===== src/rtl/vipt_pkg.sv =====
package vipt_pkg;
  typedef enum logic [1:0] {
    ST_IDLE = 2'd0,
    ST_LOOK = 2'd1,
    ST_WALK = 2'd2
  } lk_state_e;
endpackage


===== src/rtl/vipt_tlb.sv =====
module vipt_tlb #(
  parameter int ENTRIES = 4,
  parameter int VPN_W   = 19,
  parameter int PPN_W   = 19
) (
  input  logic             clk,
  input  logic             rst_n,
  input  logic             flush_i,
  input  logic             look_en_i,
  input  logic [VPN_W-1:0] look_vpn_i,
  output logic             hit_o,
  output logic [PPN_W-1:0] ppn_o,
  input  logic             fill_en_i,
  input  logic [VPN_W-1:0] fill_vpn_i,
  input  logic [PPN_W-1:0] fill_ppn_i
);
  localparam int AGE_W = (ENTRIES > 1) ? $clog2(ENTRIES) : 1;

  logic [ENTRIES-1:0] valid_q, valid_n;
  logic [VPN_W-1:0]   vpn_q [ENTRIES];
  logic [PPN_W-1:0]   ppn_q [ENTRIES];
  logic [AGE_W-1:0]   age_q [ENTRIES];
  logic [AGE_W-1:0]   age_n [ENTRIES];
  logic [ENTRIES-1:0] match;
  logic [ENTRIES-1:0] oldest;
  logic [AGE_W-1:0]   hit_idx, victim, touch_idx;
  logic               touch_en, empty_found;

  // associative compare
  always_comb begin
    ppn_o   = '0;
    hit_idx = '0;
    for (int i = 0; i < ENTRIES; i++) begin
      match[i]  = valid_q[i] && (vpn_q[i] == look_vpn_i);
      oldest[i] = (age_q[i] == AGE_W'(ENTRIES - 1));
      if (match[i]) begin
        ppn_o   = ppn_o | ppn_q[i];
        hit_idx = AGE_W'(i);
      end
    end
    hit_o = |match;
  end

  // victim: first empty slot, otherwise the oldest one
  always_comb begin
    victim      = '0;
    empty_found = 1'b0;
    for (int i = 0; i < ENTRIES; i++) begin
      if (!valid_q[i] && !empty_found) begin
        victim      = AGE_W'(i);
        empty_found = 1'b1;
      end
    end
    if (!empty_found) begin
      for (int i = 0; i < ENTRIES; i++) begin
        if (oldest[i]) victim = AGE_W'(i);
      end
    end
  end

  // recency update
  always_comb begin
    touch_en  = fill_en_i || (look_en_i && hit_o);
    touch_idx = fill_en_i ? victim : hit_idx;
    for (int i = 0; i < ENTRIES; i++) begin
      if (!touch_en)                       age_n[i] = age_q[i];
      else if (AGE_W'(i) == touch_idx)     age_n[i] = '0;
      else if (age_q[i] < age_q[touch_idx]) age_n[i] = age_q[i] + 1'b1;
      else                                 age_n[i] = age_q[i];
    end
    valid_n = flush_i ? '0 : valid_q;
    if (fill_en_i) valid_n[victim] = 1'b1;
  end

  always_ff @(posedge clk or negedge rst_n) begin
    if (!rst_n) begin
      valid_q <= '0;
      for (int i = 0; i < ENTRIES; i++) age_q[i] <= AGE_W'(i);
    end else begin
      valid_q <= valid_n;
      if (touch_en) begin
        for (int i = 0; i < ENTRIES; i++) age_q[i] <= age_n[i];
      end
    end
  end

  always_ff @(posedge clk) begin
    if (fill_en_i) begin
      vpn_q[victim] <= fill_vpn_i;
      ppn_q[victim] <= fill_ppn_i;
    end
  end


  tlb_unique_chk: assert property (@(posedge clk) disable iff (!rst_n)
    $onehot0(match));

  lru_perm_chk: assert property (@(posedge clk) disable iff (!rst_n)
    $countones(oldest) == 1);

  flush_clear_chk: assert property (@(posedge clk) disable iff (!rst_n)
    (flush_i && !fill_en_i) |=> (valid_q == '0));
endmodule


===== src/rtl/vipt_arrays.sv =====
module vipt_arrays #(
  parameter int IDX_W  = 6,
  parameter int TAG_W  = 19,
  parameter int DATA_W = 32
) (
  input  logic              clk,
  input  logic              rst_n,
  input  logic [IDX_W-1:0]  rd_idx_i,
  input  logic [TAG_W-1:0]  cmp_tag_i,
  output logic              hit_o,
  output logic [DATA_W-1:0] data_o,
  input  logic              wr_en_i,
  input  logic [IDX_W-1:0]  wr_idx_i,
  input  logic [TAG_W-1:0]  wr_tag_i,
  input  logic [DATA_W-1:0] wr_data_i
);
  localparam int SETS = 1 << IDX_W;

  logic [SETS-1:0]   line_vld_q;
  logic [TAG_W-1:0]  tag_q  [SETS];
  logic [DATA_W-1:0] data_q [SETS];

  always_comb begin
    hit_o  = line_vld_q[rd_idx_i] && (tag_q[rd_idx_i] == cmp_tag_i);
    data_o = data_q[rd_idx_i];
  end

  always_ff @(posedge clk or negedge rst_n) begin
    if (!rst_n)       line_vld_q <= '0;
    else if (wr_en_i) line_vld_q[wr_idx_i] <= 1'b1;
  end

  always_ff @(posedge clk) begin
    if (wr_en_i) begin
      tag_q[wr_idx_i]  <= wr_tag_i;
      data_q[wr_idx_i] <= wr_data_i;
    end
  end
endmodule


===== src/rtl/vipt_ctrl.sv =====
module vipt_ctrl
  import vipt_pkg::*;
#(
  parameter int VPN_W  = 19,
  parameter int PPN_W  = 19,
  parameter int IDX_W  = 6,
  parameter int DATA_W = 32
) (
  input  logic              clk,
  input  logic              rst_n,
  input  logic              req_valid_i,
  input  logic [VPN_W-1:0]  req_vpn_i,
  input  logic [IDX_W-1:0]  req_idx_i,
  output logic              req_ready_o,
  output logic              look_en_o,
  output logic [VPN_W-1:0]  look_vpn_o,
  output logic [IDX_W-1:0]  look_idx_o,
  input  logic              tlb_hit_i,
  input  logic              arr_hit_i,
  input  logic [DATA_W-1:0] arr_data_i,
  output logic              walk_req_o,
  input  logic              walk_rsp_valid_i,
  input  logic              walk_rsp_present_i,
  output logic              tlb_fill_o,
  output logic              resp_valid_o,
  output logic              resp_hit_o,
  output logic [DATA_W-1:0] resp_data_o,
  output logic              fault_o
);
  lk_state_e         state_q, state_n;
  logic [VPN_W-1:0]  vpn_q;
  logic [IDX_W-1:0]  idx_q;
  logic              accept;
  logic              rvld_n, fault_n;

  always_comb begin
    req_ready_o = (state_q == ST_IDLE) || ((state_q == ST_LOOK) && tlb_hit_i);
    accept      = req_valid_i && req_ready_o;
    look_en_o   = (state_q == ST_LOOK);
    walk_req_o  = (state_q == ST_WALK);
    tlb_fill_o  = walk_req_o && walk_rsp_valid_i && walk_rsp_present_i;
    rvld_n      = look_en_o && tlb_hit_i;
    fault_n     = walk_req_o && walk_rsp_valid_i && !walk_rsp_present_i;
    state_n     = state_q;
    case (state_q)
      ST_IDLE: if (accept) state_n = ST_LOOK;
      ST_LOOK: begin
        if (!tlb_hit_i)  state_n = ST_WALK;
        else if (!accept) state_n = ST_IDLE;
      end
      ST_WALK: if (walk_rsp_valid_i)
        state_n = walk_rsp_present_i ? ST_LOOK : ST_IDLE;
      default: state_n = ST_IDLE;
    endcase
  end

  assign look_vpn_o = vpn_q;
  assign look_idx_o = idx_q;

  always_ff @(posedge clk or negedge rst_n) begin
    if (!rst_n) begin
      state_q      <= ST_IDLE;
      resp_valid_o <= 1'b0;
      fault_o      <= 1'b0;
    end else begin
      state_q      <= state_n;
      resp_valid_o <= rvld_n;
      fault_o      <= fault_n;
    end
  end

  always_ff @(posedge clk) begin
    if (accept) begin
      vpn_q <= req_vpn_i;
      idx_q <= req_idx_i;
    end
    if (rvld_n) begin
      resp_hit_o  <= arr_hit_i;
      resp_data_o <= arr_data_i;
    end
  end


  walk_ready_chk: assert property (@(posedge clk) disable iff (!rst_n)
    walk_req_o |-> !req_ready_o);

  fault_excl_chk: assert property (@(posedge clk) disable iff (!rst_n)
    fault_o |-> !resp_valid_o);

  fault_pulse_chk: assert property (@(posedge clk) disable iff (!rst_n)
    fault_o |=> !fault_o);

  resp_after_look_chk: assert property (@(posedge clk) disable iff (!rst_n)
    resp_valid_o |-> $past(state_q == ST_LOOK));
endmodule


===== src/rtl/vipt_lookup.sv =====
module vipt_lookup #(
  parameter int VA_W    = 32,
  parameter int PA_W    = 32,
  parameter int PG_W    = 13,
  parameter int OFF_W   = 6,
  parameter int IDX_W   = 6,
  parameter int DATA_W  = 32,
  parameter int TLB_N   = 4,
  localparam int VPN_W  = VA_W - PG_W,
  localparam int PPN_W  = PA_W - PG_W
) (
  input  logic              clk,
  input  logic              rst_n,
  input  logic              flush_i,
  input  logic              req_valid_i,
  input  logic [VA_W-1:0]   req_vaddr_i,
  output logic              req_ready_o,
  output logic              resp_valid_o,
  output logic              resp_hit_o,
  output logic [DATA_W-1:0] resp_data_o,
  output logic              fault_o,
  output logic              walk_req_o,
  output logic [VPN_W-1:0]  walk_vpn_o,
  input  logic              walk_rsp_valid_i,
  input  logic [PPN_W-1:0]  walk_rsp_ppn_i,
  input  logic              walk_rsp_present_i,
  input  logic              fill_valid_i,
  input  logic [IDX_W-1:0]  fill_index_i,
  input  logic [PPN_W-1:0]  fill_ptag_i,
  input  logic [DATA_W-1:0] fill_data_i
);
  localparam int IDX_LO = OFF_W;
  localparam int IDX_HI = OFF_W + IDX_W - 1;

  logic [1:0]        rst_sync_q;
  logic              rst_ns;
  logic              look_en, tlb_hit, tlb_fill, arr_hit;
  logic [VPN_W-1:0]  look_vpn;
  logic [IDX_W-1:0]  look_idx;
  logic [PPN_W-1:0]  tlb_ppn;
  logic [DATA_W-1:0] arr_data;
  logic              unused_va;

  assign unused_va = ^req_vaddr_i;

  always_ff @(posedge clk or negedge rst_n) begin
    if (!rst_n) rst_sync_q <= 2'b00;
    else        rst_sync_q <= {rst_sync_q[0], 1'b1};
  end
  assign rst_ns     = rst_sync_q[1];
  assign walk_vpn_o = look_vpn;

  vipt_ctrl #(.VPN_W(VPN_W), .PPN_W(PPN_W), .IDX_W(IDX_W), .DATA_W(DATA_W)) u_ctrl (
    .clk, .rst_n(rst_ns),
    .req_valid_i, .req_vpn_i(req_vaddr_i[VA_W-1:PG_W]),
    .req_idx_i(req_vaddr_i[IDX_HI:IDX_LO]), .req_ready_o,
    .look_en_o(look_en), .look_vpn_o(look_vpn), .look_idx_o(look_idx),
    .tlb_hit_i(tlb_hit), .arr_hit_i(arr_hit), .arr_data_i(arr_data),
    .walk_req_o, .walk_rsp_valid_i, .walk_rsp_present_i,
    .tlb_fill_o(tlb_fill),
    .resp_valid_o, .resp_hit_o, .resp_data_o, .fault_o
  );

  vipt_tlb #(.ENTRIES(TLB_N), .VPN_W(VPN_W), .PPN_W(PPN_W)) u_tlb (
    .clk, .rst_n(rst_ns), .flush_i,
    .look_en_i(look_en), .look_vpn_i(look_vpn),
    .hit_o(tlb_hit), .ppn_o(tlb_ppn),
    .fill_en_i(tlb_fill), .fill_vpn_i(look_vpn), .fill_ppn_i(walk_rsp_ppn_i)
  );

  vipt_arrays #(.IDX_W(IDX_W), .TAG_W(PPN_W), .DATA_W(DATA_W)) u_arr (
    .clk, .rst_n(rst_ns),
    .rd_idx_i(look_idx), .cmp_tag_i(tlb_ppn),
    .hit_o(arr_hit), .data_o(arr_data),
    .wr_en_i(fill_valid_i), .wr_idx_i(fill_index_i),
    .wr_tag_i(fill_ptag_i), .wr_data_i(fill_data_i)
  );


  index_in_offset_chk: assert property (@(posedge clk) disable iff (!rst_ns)
    (IDX_HI < PG_W));
endmodule


===== config.mk =====
export PLATFORM = sky130hd
export DESIGN_NAME = vipt_lookup
export DESIGN_NICKNAME = d
export VERILOG_FILES = /design/src/rtl/vipt_pkg.sv /design/src/rtl/vipt_tlb.sv /design/src/rtl/vipt_arrays.sv /design/src/rtl/vipt_ctrl.sv /design/src/rtl/vipt_lookup.sv
export SDC_FILE = /design/constraint.sdc
export NUM_CORES = 2
export LEC_CHECK = 0
export ABC_AREA = 1
export BUFFER_PORTS_ARGS = -buffer_cell sky130_fd_sc_hd__buf_2
export CORE_ASPECT_RATIO = 1.1
export CORE_MARGIN = 2
export CORE_UTILIZATION = 35
export CTS_CLUSTER_SIZE = 8
export DETAILED_ROUTE_END_ITERATION = 8
export REMOVE_ABC_BUFFERS = 1
export SLEW_MARGIN = 20
export SYNTH_ARGS = -nofsm -noshare
export SYNTH_HDL_FRONTEND = slang
export SYNTH_SLANG_ARGS = --single-unit

===== constraint.sdc =====
create_clock -name clk -period 8.1 [get_ports clk]
set_clock_uncertainty 0.1 [all_clocks]
set_input_delay 1.62 -clock clk [delete_from_list [all_inputs] [get_ports clk]]
set_output_delay 1.62 -clock clk [all_outputs]
set_load 0.1 [all_outputs]

==> out/qor.yml <==
flow.area_growth_from_synthesis_pct: 14.2
final_nets: 11300
synth.most_common_cell: "edfxtp_1"
post-route-period-util: 0.758
place_area_sq_um: 148000
synth.cell_area_sq_um: 141000
yosys.area.top_type: "edfxtp_1"
cts_sinks: 3562
gr-usage-met3: 0.0269
cp_data_required_time_ns: 6.38
gr-max-usage-layer: "met2"
synth.distinct_cells: 46
worst-path-max-fanout: 14
seq_area_frac_synth: 0.755
fp-row-count: 244
route.vias.total: 93200
final_critical_path_setup_slack_ns: 1.96
die_height_um: 670
detailedPlacementHpwl_mm: 217
place.gp.congestion: 0.850
tritoncts: "built"
drc: 0
cts-resized-gates: 0
power.static_leakage_nw: 53.2
hold_viol: 0
clock_tree.root_cell: "clkbuf_16"
synth_top_flop_cell: "edfxtp_1"
grt_util_overall: 0.205
async_set_or_reset_flop_fraction_in_the_synthesized_netlist: 0.0230
critPathKind: "flop to output pin"
slew_violations: 0
fin_cells: 16600
floorplan.core_area_sq_um: 401000
min-delay-path-class: "flop to asynchronous set/reset pin"
detailedPlace.worstSlack_ns: 2.91
timing.critical_path.from_type: "flop"
vdd_ir_drop_max_uv: 225
initial_antenna_violation_count: 46
met2_usage: 0.335
average_via_count_per_standard_cell: 5.60
first_global_vias: 87000
whs_ns: 0.102
postRouteAntennaNets: 0
clk_pin_slew_ns: 0.05
design_area_sq_um: 161000
tightestPinTransition_ns: 1.22
buffer_ports.inserted: 163
initial_core_util: 0.351
h-tree-depth: 5
grtUsageMet1: 0.278
share_of_layout_cells_above_drive_strength_1: 0.0962
cts_buffers: 485
cts_buffer_depth: 4
num_io_pins: 171
synth_warnings: 0
horizontal_die_dimension_um: 609
routed_wire_length_per_instance_um: 26.1
setup_violations: 0
drt-initial-drc-count: 11900
finalCriticalPeriod_ns: 6.14
synth-edff-count: 3474
globalRouteOverflowTotal: 0
status: "completed"
fmaxAchievable_mhz: 163
max_cap_check_violation_count: 0
dr.pass1.iters: 6
total_die_area_sq_um: 408000
critical_path.endpoint_type: "output pin"
layout.core_utilization: 0.401
avgSynthCellArea_sq_um: 12.7
syn-instance-count: 11100
place.detailed.instances: 16000
synthDominantCellAreaShare: 0.740
grt_first_pass_wirelength_mm: 618
insertion_delay_ns: 1.00
netlist_top_cells_count: "edfxtp_1 (3,474), nor2_1 (1,558), nand2_1 (1,524), o21ai_0 (1,379), nand3_1 (1,220)"
power_density_nw_per_um2: 294
hold_buffers: 0
cell_types_with_the_largest_area_share_after_synthesis: "edfxtp_1 (74%), o21ai_0 (4.9%), nand3_1 (4.3%)"
max_slew_headroom: 0.182
grt_max_degree: 208
postSynthRegisterBits: 3562
totalWireLength_mm: 434
unrepaired_setup_endpoints_after_global_routing: "false"
worstPathArrival_ns: 4.42
cts_setup_buffers: 0
## layer usage
| metal | wire, um | up-vias | share of wire |
|---|---|---|---|
| li1 | - | 40800 | - |
| met5 | 13 | - | 0.000030 |
| met3 | 36600 | 897 | 0.084 |
| met2 | 207000 | 4613 | 0.48 |
| met4 | 17000 | 2 | 0.039 |
| met1 | 174000 | 46900 | 0.40 |
## critical path: stages, from the launching register on
cell,delay [ns]
edfxtp_1,0.68
inv_2,0.08
nand2_1,0.07
nand2_1,0.05
nor2_1,0.11
nand4_1,0.16
nor2_2,0.69
nand3_2,0.32
nand3_2,0.17
inv_2,0.05
nor2_4,0.44
inv_2,0.08
nand2_2,0.09
buf_2,0.42
## cells in the final DEF, fill, tap and decap left out, types with 4 or more instances in the layout
cell,synthesis,layout
or2_2,57,57
ha_1,8,8
buf_4,13,180
buf_2,217,153
dfrtp_1,78,77
nor2_4,3,71
nand3_1,1220,1220
nand2_1,1524,1524
o22ai_1,639,639
buf_12,0,33
inv_2,30,28
diode_2,0,22
clkinv_16,0,7
nand2_2,14,14
xor2_1,10,10
edfxtp_1,3474,3474
inv_16,0,5
inv_8,0,5
o21ai_1,14,14
nand4_1,71,71
clkbuf_16,0,492
dfxtp_4,0,4
o32ai_1,42,42
dfstp_2,4,4
nor2_1,1558,1490
a21oi_1,22,22
o21ai_0,1379,1379
clkbuf_1,460,64
o2111ai_1,8,8
xnor2_1,12,12
inv_6,0,6
nor2_2,6,6
nor3_1,17,17
clkinv_8,0,4
inv_1,151,146
## flip-flops by register name, summed over array words and instances (netlist names), 2 cells and up, named ones only
signal and cells:
rst_sync_q 2, u_arr.data_q 2048, u_arr.line_vld_q 64, u_arr.tag_q 1216, u_ctrl.look_idx_o 6, u_ctrl.look_vpn_o 19
u_ctrl.resp_data_o 32, u_ctrl.state_q 2, u_tlb.age_q 8, u_tlb.ppn_q 76, u_tlb.valid_q 4, u_tlb.vpn_q 76
## area by class of cell
type,instances,area (sq um)
fillers,37000,240000
flip-flops and latches,3562,107000
multi-input cells,6626,31300
clock buffers,556,12600
well taps,5289,6620
repair buffers,367,2790
inverters,183,739
clock inverters,26,488
diodes,22,55.1
## worst paths after layout
check                                           start                endpoint  slack, ns  cells after the start
worst max-delay path            u_ctrl.look_vpn_o[18]             req_ready_o       1.96                     13
worst min-delay path                    rst_sync_q[1]          u_tlb.age_q[7]       0.10                      0
worst max register to register   u_ctrl.look_idx_o[1]  u_ctrl.resp_data_o[19]       3.39                      9
worst min register to register          rst_sync_q[1]          u_tlb.age_q[7]       0.10                      0
max in group asynchronous               rst_sync_q[1]    u_arr.line_vld_q[62]       6.56                      1
min in group clk                        rst_sync_q[0]           rst_sync_q[1]       0.25                      0
## stage by stage
stage | total power, mW | setup TNS [ns]
2_1_floorplan | 27.3 | -1172.93
3_3_place_gp | 29.6 | 0
3_5_place_dp | 29.6 | 0
4_1_cts | 47.5 | 0
5_1_grt | 49.1 | 0
6_report | 47.4 | 0
## where the power goes
group	switching (mW)	internal [mW]
Combinational	6.27	2.27
Sequential	0.220	20.6
Clock	7.29	10.7
Total	13.8	33.6
## cell families after synthesis
kind of cell,after synthesis,share of synthesized area
AND/OR/NAND/NOR,4486,0.134
flip-flops,3562,0.755
AO/OA/AOI/OAI,2108,0.0820
buffers and inverters,920,0.0270
XOR/XNOR,23,0.00148
adder cells (fa/ha/maj),8,0.000710
other,1,0.0000266
Power figures use the tool's default switching activity.
